<file path="src/rtl/tlb_fa.sv">
module tlb_fa #(
  parameter int VA_W    = 8,
  parameter int OFF_W   = 4,
  parameter int PFN_W   = 4,
  parameter int ASID_W  = 4,
  parameter int ENTRIES = 8
) (
  input  logic                   clk,
  input  logic                   rst_n,
  input  logic                   lk_valid,
  input  logic [VA_W-1:0]        lk_vaddr,
  input  logic [ASID_W-1:0]      lk_asid,
  input  logic [1:0]             lk_acc,
  output logic                   lk_hit,
  output logic                   lk_fault,
  output logic [PFN_W+OFF_W-1:0] lk_paddr,
  input  logic                   ins_en,
  input  logic [VA_W-OFF_W-1:0]  ins_vpn,
  input  logic [ASID_W-1:0]      ins_asid,
  input  logic [PFN_W-1:0]       ins_pfn,
  input  logic [2:0]             ins_perm,
  input  logic                   flush_all,
  input  logic                   flush_asid_en,
  input  logic [ASID_W-1:0]      flush_asid
);
  localparam int VPN_W = VA_W - OFF_W;
  localparam int AGE_W = (ENTRIES > 1) ? $clog2(ENTRIES) : 1;
  localparam logic [AGE_W-1:0] OLDEST = AGE_W'(ENTRIES - 1);

  logic [ENTRIES-1:0] vld;
  logic [VPN_W-1:0]   vpn_q  [ENTRIES];
  logic [ASID_W-1:0]  asid_q [ENTRIES];
  logic [PFN_W-1:0]   pfn_q  [ENTRIES];
  logic [2:0]         perm_q [ENTRIES];
  logic [AGE_W-1:0]   age_q  [ENTRIES];

  logic [ENTRIES-1:0] lk_match, ins_match, oldest;
  logic               hit_any, allowed, ins_go, touch_en;
  logic [AGE_W-1:0]   hit_idx, ins_idx, touch_idx;
  logic [PFN_W-1:0]   hit_pfn;
  logic [2:0]         hit_perm;

  wire [VPN_W-1:0] lk_vpn = lk_vaddr[VA_W-1:OFF_W];

  for (genvar i = 0; i < ENTRIES; i++) begin : g_cmp
    assign lk_match[i]  = vld[i] && vpn_q[i] == lk_vpn  && asid_q[i] == lk_asid;
    assign ins_match[i] = vld[i] && vpn_q[i] == ins_vpn && asid_q[i] == ins_asid;
    assign oldest[i]    = age_q[i] == OLDEST;
  end

  always_comb begin
    hit_any  = 1'b0;
    hit_idx  = '0;
    hit_pfn  = '0;
    hit_perm = '0;
    for (int i = 0; i < ENTRIES; i++)
      if (lk_match[i]) begin
        hit_any  = 1'b1;
        hit_idx  = AGE_W'(i);
        hit_pfn  = pfn_q[i];
        hit_perm = perm_q[i];
      end
  end

  always_comb begin
    ins_idx = '0;
    for (int i = 0; i < ENTRIES; i++)
      if (oldest[i]) ins_idx = AGE_W'(i);
    for (int i = ENTRIES - 1; i >= 0; i--)
      if (!vld[i]) ins_idx = AGE_W'(i);
    for (int i = 0; i < ENTRIES; i++)
      if (ins_match[i]) ins_idx = AGE_W'(i);
  end

  always_comb begin
    case (lk_acc)
      2'd0:    allowed = hit_perm[0];
      2'd1:    allowed = hit_perm[1];
      2'd2:    allowed = hit_perm[2];
      default: allowed = 1'b0;
    endcase
  end

  assign lk_hit    = lk_valid && hit_any && allowed;
  assign lk_fault  = lk_valid && hit_any && !allowed;
  assign lk_paddr  = lk_hit ? {hit_pfn, lk_vaddr[OFF_W-1:0]} : '0;

  assign ins_go    = ins_en && !flush_all && !flush_asid_en;
  assign touch_en  = ins_go || (lk_hit && !flush_all && !flush_asid_en);
  assign touch_idx = ins_go ? ins_idx : hit_idx;

  always_ff @(posedge clk) begin
    if (!rst_n) begin
      vld <= '0;
      for (int i = 0; i < ENTRIES; i++) begin
        vpn_q[i]  <= '0;
        asid_q[i] <= '0;
        pfn_q[i]  <= '0;
        perm_q[i] <= '0;
        age_q[i]  <= AGE_W'(i);
      end
    end else begin
      if (flush_all) begin
        vld <= '0;
      end else if (flush_asid_en) begin
        for (int i = 0; i < ENTRIES; i++)
          if (asid_q[i] == flush_asid) vld[i] <= 1'b0;
      end else if (ins_go) begin
        vld[ins_idx]    <= 1'b1;
        vpn_q[ins_idx]  <= ins_vpn;
        asid_q[ins_idx] <= ins_asid;
        pfn_q[ins_idx]  <= ins_pfn;
        perm_q[ins_idx] <= ins_perm;
      end
      if (touch_en)
        for (int i = 0; i < ENTRIES; i++)
          if (AGE_W'(i) == touch_idx)          age_q[i] <= '0;
          else if (age_q[i] < age_q[touch_idx]) age_q[i] <= age_q[i] + 1'b1;
    end
  end

  assert_hit_xor_fault_R3: assert property (@(posedge clk) disable iff (!rst_n)
    !(lk_hit && lk_fault));

  assert_no_duplicate_R6: assert property (@(posedge clk) disable iff (!rst_n)
    $onehot0(lk_match));

  assert_single_oldest_R7: assert property (@(posedge clk) disable iff (!rst_n)
    $onehot(oldest));

  assert_flush_empties_R8: assert property (@(posedge clk) disable iff (!rst_n)
    flush_all |=> !lk_hit && !lk_fault);

  assert_insert_visible_R5: assert property (@(posedge clk) disable iff (!rst_n)
    ins_go |=> !(lk_valid && lk_vpn == $past(ins_vpn) && lk_asid == $past(ins_asid))
               || lk_hit || lk_fault);

  assert_tag_flush_R9: assert property (@(posedge clk) disable iff (!rst_n)
    (flush_asid_en && !flush_all) |=> !(lk_asid == $past(flush_asid) && (lk_hit || lk_fault)));

  assert_idle_quiet_R10: assert property (@(posedge clk) disable iff (!rst_n)
    !lk_valid |-> !lk_hit && !lk_fault && lk_paddr == '0);
endmodule

</file>
<file path="config.mk">
export PLATFORM = sky130hd
export DESIGN_NAME = tlb_fa
export DESIGN_NICKNAME = d
export VERILOG_FILES = /design/src/rtl/tlb_fa.sv
export SDC_FILE = /design/constraint.sdc
export NUM_CORES = 1
export LEC_CHECK = 0
export BUFFER_PORTS_ARGS = -buffer_cell sky130_fd_sc_hd__buf_2
export CAP_MARGIN = 25
export CORE_AREA = 2 2 203 205
export DETAILED_ROUTE_END_ITERATION = 8
export DIE_AREA = 0 0 205 207
export MAX_ROUTING_LAYER = met4
export REMOVE_ABC_BUFFERS = 1
export SYNTH_ARGS = -nofsm -noshare
export SYNTH_HDL_FRONTEND = slang
export SYNTH_SLANG_ARGS = --single-unit
</file>
<file path="constraint.sdc">
create_clock -name clk -period 15.25 [get_ports clk]
set_input_delay 3.05 -clock clk [delete_from_list [all_inputs] [get_ports clk]]
set_output_delay 3.05 -clock clk [all_outputs]
set_load 0.01 [all_outputs]
</file>
; Word-level counts from Yosys, hierarchy flattened
; Memories as Yosys holds them, arrays and structs flattened.
; Index checks and enable logic that the tools add are counted.
[word_totals]
regBits = 8
mem_bits_rw = 144
input_bits = 39
word_cells = 348
mem_count = 5
[classes]
add_sub_neg = 8
n_lt_le_gt_ge = 10
eq_ne = 64
muxes = 175
bitwise = 18
n_reduce_logical = 60
[mem_list]
columns = memory, depth, word_bits, rd, rd_ports_with_merged_regs, write_ports, line
row1 = asid_q, 8, 4, 8, 0, 8, 32  ; logic [ASID_W-1:0] asid_q [ENTRIES];
row2 = pfn_q, 8, 4, 8, 0, 8, 33  ; logic [PFN_W-1:0] pfn_q [ENTRIES];
row3 = vpn_q, 8, 4, 8, 0, 8, 31  ; logic [VPN_W-1:0] vpn_q [ENTRIES];
row4 = age_q, 8, 3, 9, 0, 8, 35  ; logic [AGE_W-1:0] age_q [ENTRIES];
row5 = perm_q, 8, 3, 8, 0, 8, 34  ; logic [2:0] perm_q [ENTRIES];
[op_table]
columns = cell, count
row1 = two-way mux 3 bit, 58
row2 = == test 4 bit, 40
row3 = two-way mux 1 bit, 101
row4 = two-way mux 4 bit, 11
row5 = logical AND 1 bit, 40
row6 = adder 3 x 1 -> 3 bit (second input constant), 8
row7 = < comparator 3 bit, 8
row8 = two-way mux 8 bit, 3
row9 = == test 3 bit (second input constant), 7
row10 = != test 2 x 1 -> 1 bit (second input constant), 8
row11 = OR 1 bit, 16
row12 = AND reduction 2 bit, 8
row13 = == test 3 bit (first input constant), 4
row14 = OR reduction 4 bit, 3
row15 = OR 8 bit, 1
row16 = == test 2 x 3 -> 1 bit (first input constant), 2
row17 = < comparator 3 x 4 -> 1 bit (second input constant), 1
row18 = demux 1 bit (select 3 bit), 1
row19 = == test 1 x 3 -> 1 bit (first input constant), 1
row20 = greater-or-equal comparator 3 x 1 -> 1 bit (second input constant), 1
row21 = zero test 1 bit, 3
row22 = zero test 3 bit, 1
row23 = one-hot mux 1 bit (3 select lines), 1
row24 = OR reduction 3 bit, 1
row25 = 7 further kinds, 7

; Logic depth before layout (Yosys ltp)
; An unclocked memory read counts as a cell.
[depth]
depth_word = 34
depth_mapped = 18

; Worst setup path after synthesis
; Ideal clock, no wire load.
[synth_path]
path_kind = input to output
start = input lk_vaddr[5]
end = output lk_paddr[0]
t_arrival_ns = 5.291
slack_ns = 6.909
stages = 13
n_path_buf = 2
path_cell_list = buf_2 xnor2_1 nand3_1 or3_1 clkbuf_1 a311o_1 a31oi_1 o21ai_0 a211oi_1 nand2_1 nand2b_1 inv_2 and2_1
[synth_via]
elab_chain_cells = 14
word_cells_on_any_way = 44
cone_classes = eq/ne (8) / mux (18) / reduce/logical (18)
[synth_rtl]
columns = element, line
row1 = from (decl), 11  ; input logic [VA_W-1:0] lk_vaddr,
row2 = == test 4 bit, 46  ; assign lk_match[i] = vld[i] && vpn_q[i] == lk_vpn && asid_q[i] == lk_asid;
row3 = logical AND 1 bit (2 in series), 46
row4 = two-way mux 3 bit or two-way mux 1 bit (tied branches) (8 in series), 57  ; if (lk_match[i]) begin
row5 = one-hot mux 1 bit (3 select lines) or logical AND 1 bit (tied branches), "76, 84"
row6 = logical AND 1 bit *, 84  ; assign lk_hit = lk_valid && hit_any && allowed;
row7 = named net lk_hit, 14  ; output logic lk_hit,
row8 = two-way mux 8 bit *, 86  ; assign lk_paddr = lk_hit ? {hit_pfn, lk_vaddr[OFF_W-1:0]} : '0;
row9 = to (decl), 16  ; output logic [PFN_W+OFF_W-1:0] lk_paddr,
; Mark *: on every way through the listed nets, which the timed path passes. The rest lies on a longest branch.

; Worst setup path after layout
[layout_path]
start = input lk_asid[3]
end = output lk_paddr[2]
[layout_via]
elab_chain_cells = 13
word_cells_on_any_way = 36
cone_classes = eq/ne (8) / mux (18) / reduce/logical (10)
[layout_rtl]
columns = element, line
row1 = from (decl), 12  ; input logic [ASID_W-1:0] lk_asid,
row2 = == test 4 bit, 46
row3 = logical AND 1 bit, 46
row4 = two-way mux 3 bit or two-way mux 1 bit (tied branches) (8 in series), 57
row5 = one-hot mux 1 bit (3 select lines) or logical AND 1 bit (tied branches), "76, 84"
row6 = logical AND 1 bit *, 84
row7 = two-way mux 8 bit *, 86
; Mark *: on every way between the ends. The rest lies on a longest branch, timed or not.

==> impl_metrics.ini <==
[cts]
numCtsBuffers = 17
cts_resized = 0
cts_root_buf = clkbuf_16
hold_buffers = 0
clock_sinks = 152
clkLatencyLatePin_ps = 440
htreeDepth = 4
post-cts-setup-buffer-count = 0
path_clk_slew_ps = 70
clockBufferDepth = 2
cts_tree = done

[timing]
hold_viol = 0
tightest_slew_ps = 1052
fin_setup_tns_ps = 0
max_freq_mhz = 111.3
min_period_over_period_pct = 58.94
setup_viol = 0
maxSlewViolCount = 0
clock_skew_ps = 20.59
max_slew_margin_pct = 29.24
rsz0062_at_grt = false
fin_crit_ps = 8989

[yosys]
yosysWarnings = 0
synth_edf_count = 144
synth_commonest_cells = edfxtp_1 (144), and3_1 (124), xnor2_1 (119), nand2_1 (58), xor2_1 (42)
synth.area.top_cells = edfxtp_1 (43%), xnor2_1 (10%), and3_1 (7.8%), xor2_1 (3.7%), ha_1 (2.9%)
synth-async-reset-ratio_pct = 0
seq_area_frac_synth_pct = 45.03
synth_simple_gate_area_share_pct = 20.83
yosysTopAreaCellShare_pct = 43.42
yosysTopAreaCell = edfxtp_1
synth-adder-area-share_pct = 2.889
syn_avg_cell_area_um2 = 10.44
synth-compound-area-share_pct = 10.18
synth.most_common_cell = edfxtp_1
synth_area_um2 = 9960
synthMuxAreaShare_pct = 2.035
synth.distinct_cells = 79
synth_top_family_by_area = simple AND/OR/NAND/NOR gates
yosys_register_bits = 152
synthXorXnorAreaFrac_pct = 14.16
synthFlopType = edfxtp_1
syn_inst = 954

[floorplan]
io_pins = 49
dieArea_um2 = 42440
dieWidth_um = 205
num_rows = 74
die_h_um = 207
initial_utilization_pct = 24.67
core-area_um2 = 40370

[worst_setup_path]
max_stage_delay_ps = 820
cp-start-kind = primary input
worst-path-buf-inv = 3
path_class = primary input to primary output
cp_data_required_time_ps = 12200
cp.arrival_ps = 5940
crit_slowest_cell = nor3_1
cp-end-kind = primary output
cp_top_family = simple AND/OR/NAND/NOR gates
crit_chain = buf_2 -> xnor2_1 -> nand4_1 -> nor3_1 -> nand3_1 -> a21o_1 -> a211oi_1 -> a211oi_1 -> nand2_1 -> nand2b_1 -> inv_2 -> and2_1 -> buf_2
cp_max_fo = 8

[grt]
use_met3_pct = 1.778
grt_usage_pct = 13.89
met2_usage_pct = 22.72
grt.busiest_layer = met2
grt_overflow = 0
antenna_found_initial = 0
grt_pass1_vias = 7728
grt_start_max_net_pins = 62
grt_pass1_wl_um = 44580
use_met1_pct = 17.81

[power_and_ir_drop]
irDropWorstVdd_uv = 54.41
power_mw = 1.019
p_leak_nw = 4.196
power_density_nw_per_um2 = 91.60

[drt]
drc = 0
drtAntennaViolNets = 0
wl_um = 28060
drtPass1Iterations = 5
via_count = 7516
drt-wirelength-per-cell_um = 18.67
via_per_inst = 5.001
drt-initial-drc-count = 602

[place]
gp_congestion = 0.9397
io_buffer_count = 48
post-dp-hpwl_um = 20430

[finish]
area_growth_pct = 11.66
fillers = 4261
final_nets = 1020
drive_gt1_share_pct = 12.15
n_antenna_cell = 0

[status]
status = finished, final reports clean

[flow_run]
cap_violations = 0

[hold_path]
hold_path_class = flop to flop
worst min-delay path, cell delays in order, from the launching register on:
cell and delay [ps]:
dfxtp_1 340, a21oi_1 120, a311oi_1 50
logic make-up (layout without fill, tap and decap cells):
family	count (synthesis)	in the layout
flip-flops	152	152
buffers and inverters	92	109
XOR/XNOR	161	161
AO/OA/AOI/OAI	137	137
adder cells (fa/ha/maj)	23	23
multiplexers	17	17
AND/OR/NAND/NOR	372	372
final timing paths:
path | startpoint | to | slack (ps) | cells past startpoint
worst min register to register | vld[0]$_SDFFE_PP0P_ | vld[0]$_SDFFE_PP0P_ | 560 | 2
worst max register to register | age_q[4][1]$_SDFFCE_PN0P_ | age_q[7][0]$_SDFFCE_PN1P_ | 9920 | 16
worst max-delay path | lk_asid[3] | lk_paddr[2] | 6260 | 13
worst min-delay path | vld[0]$_SDFFE_PP0P_ | vld[0]$_SDFFE_PP0P_ | 560 | 2
through the flow:
step / area (µm²) / hold slack (ps) / instances / setup slack (ps) / utilization, %
detailed placement: 10560 / 548.6 / 1471 / 6327 / 26.15
global route: 11120 / 601.0 / 1503 / 6054 / 27.55
finish: 11120 / 561.9 / 1503 / 6261 / 27.55
floorplan: 9544 / 500.9 / 881 / 6922 / -
CTS: 11120 / 559.2 / 1503 / 6321 / 27.55
global placement: 10550 / 547.4 / 1470 / 6137 / 26.13
report_power, final:
| group | leakage (nW) | internal, mW | switching (mW) |
|---|---|---|---|
| clock network | 0.278 | 0.217 | 0.197 |
| logic | 2.39 | 0.0459 | 0.0727 |
| registers | 1.53 | 0.472 | 0.0145 |
layer usage:
metal	up-vias	share of wire, %
met5	-	0
met4	0	1.9
met3	35	4.4
met2	211	49
met1	3731	44
li1	3539	-
final cells by class:
type                    count  area [µm²]  area share (%)
clock buffers              18       429.2           3.859
clock inverters            14       133.9           1.204
inverters                  19       71.32          0.6413
multi-input cells         710        5017           45.12
flip-flops and latches    152        4484           40.32
well taps                 532       665.6           5.986
repair buffers             58       319.1           2.869
cells in the final DEF, fill, tap and decap left out, drive strengths merged, types with 23 or more instances in the layout:
| master | n |
|---|---|
| and3 | 124 |
| ha | 23 |
| nor2 | 34 |
| nand2 | 59 |
| a21oi | 24 |
| inv | 27 |
| edfxtp | 144 |
| xor2 | 42 |
| nand3 | 35 |
| nor3 | 33 |
| buf | 58 |
| xnor2 | 119 |
state kept, by name, indices dropped and copies added, names as in the netlist:
signal  count
age_q      24
perm_q     24
asid_q     32
vld         8
vpn_q      32
pfn_q      32
Note: power is estimated with default switching activity, not from simulation.
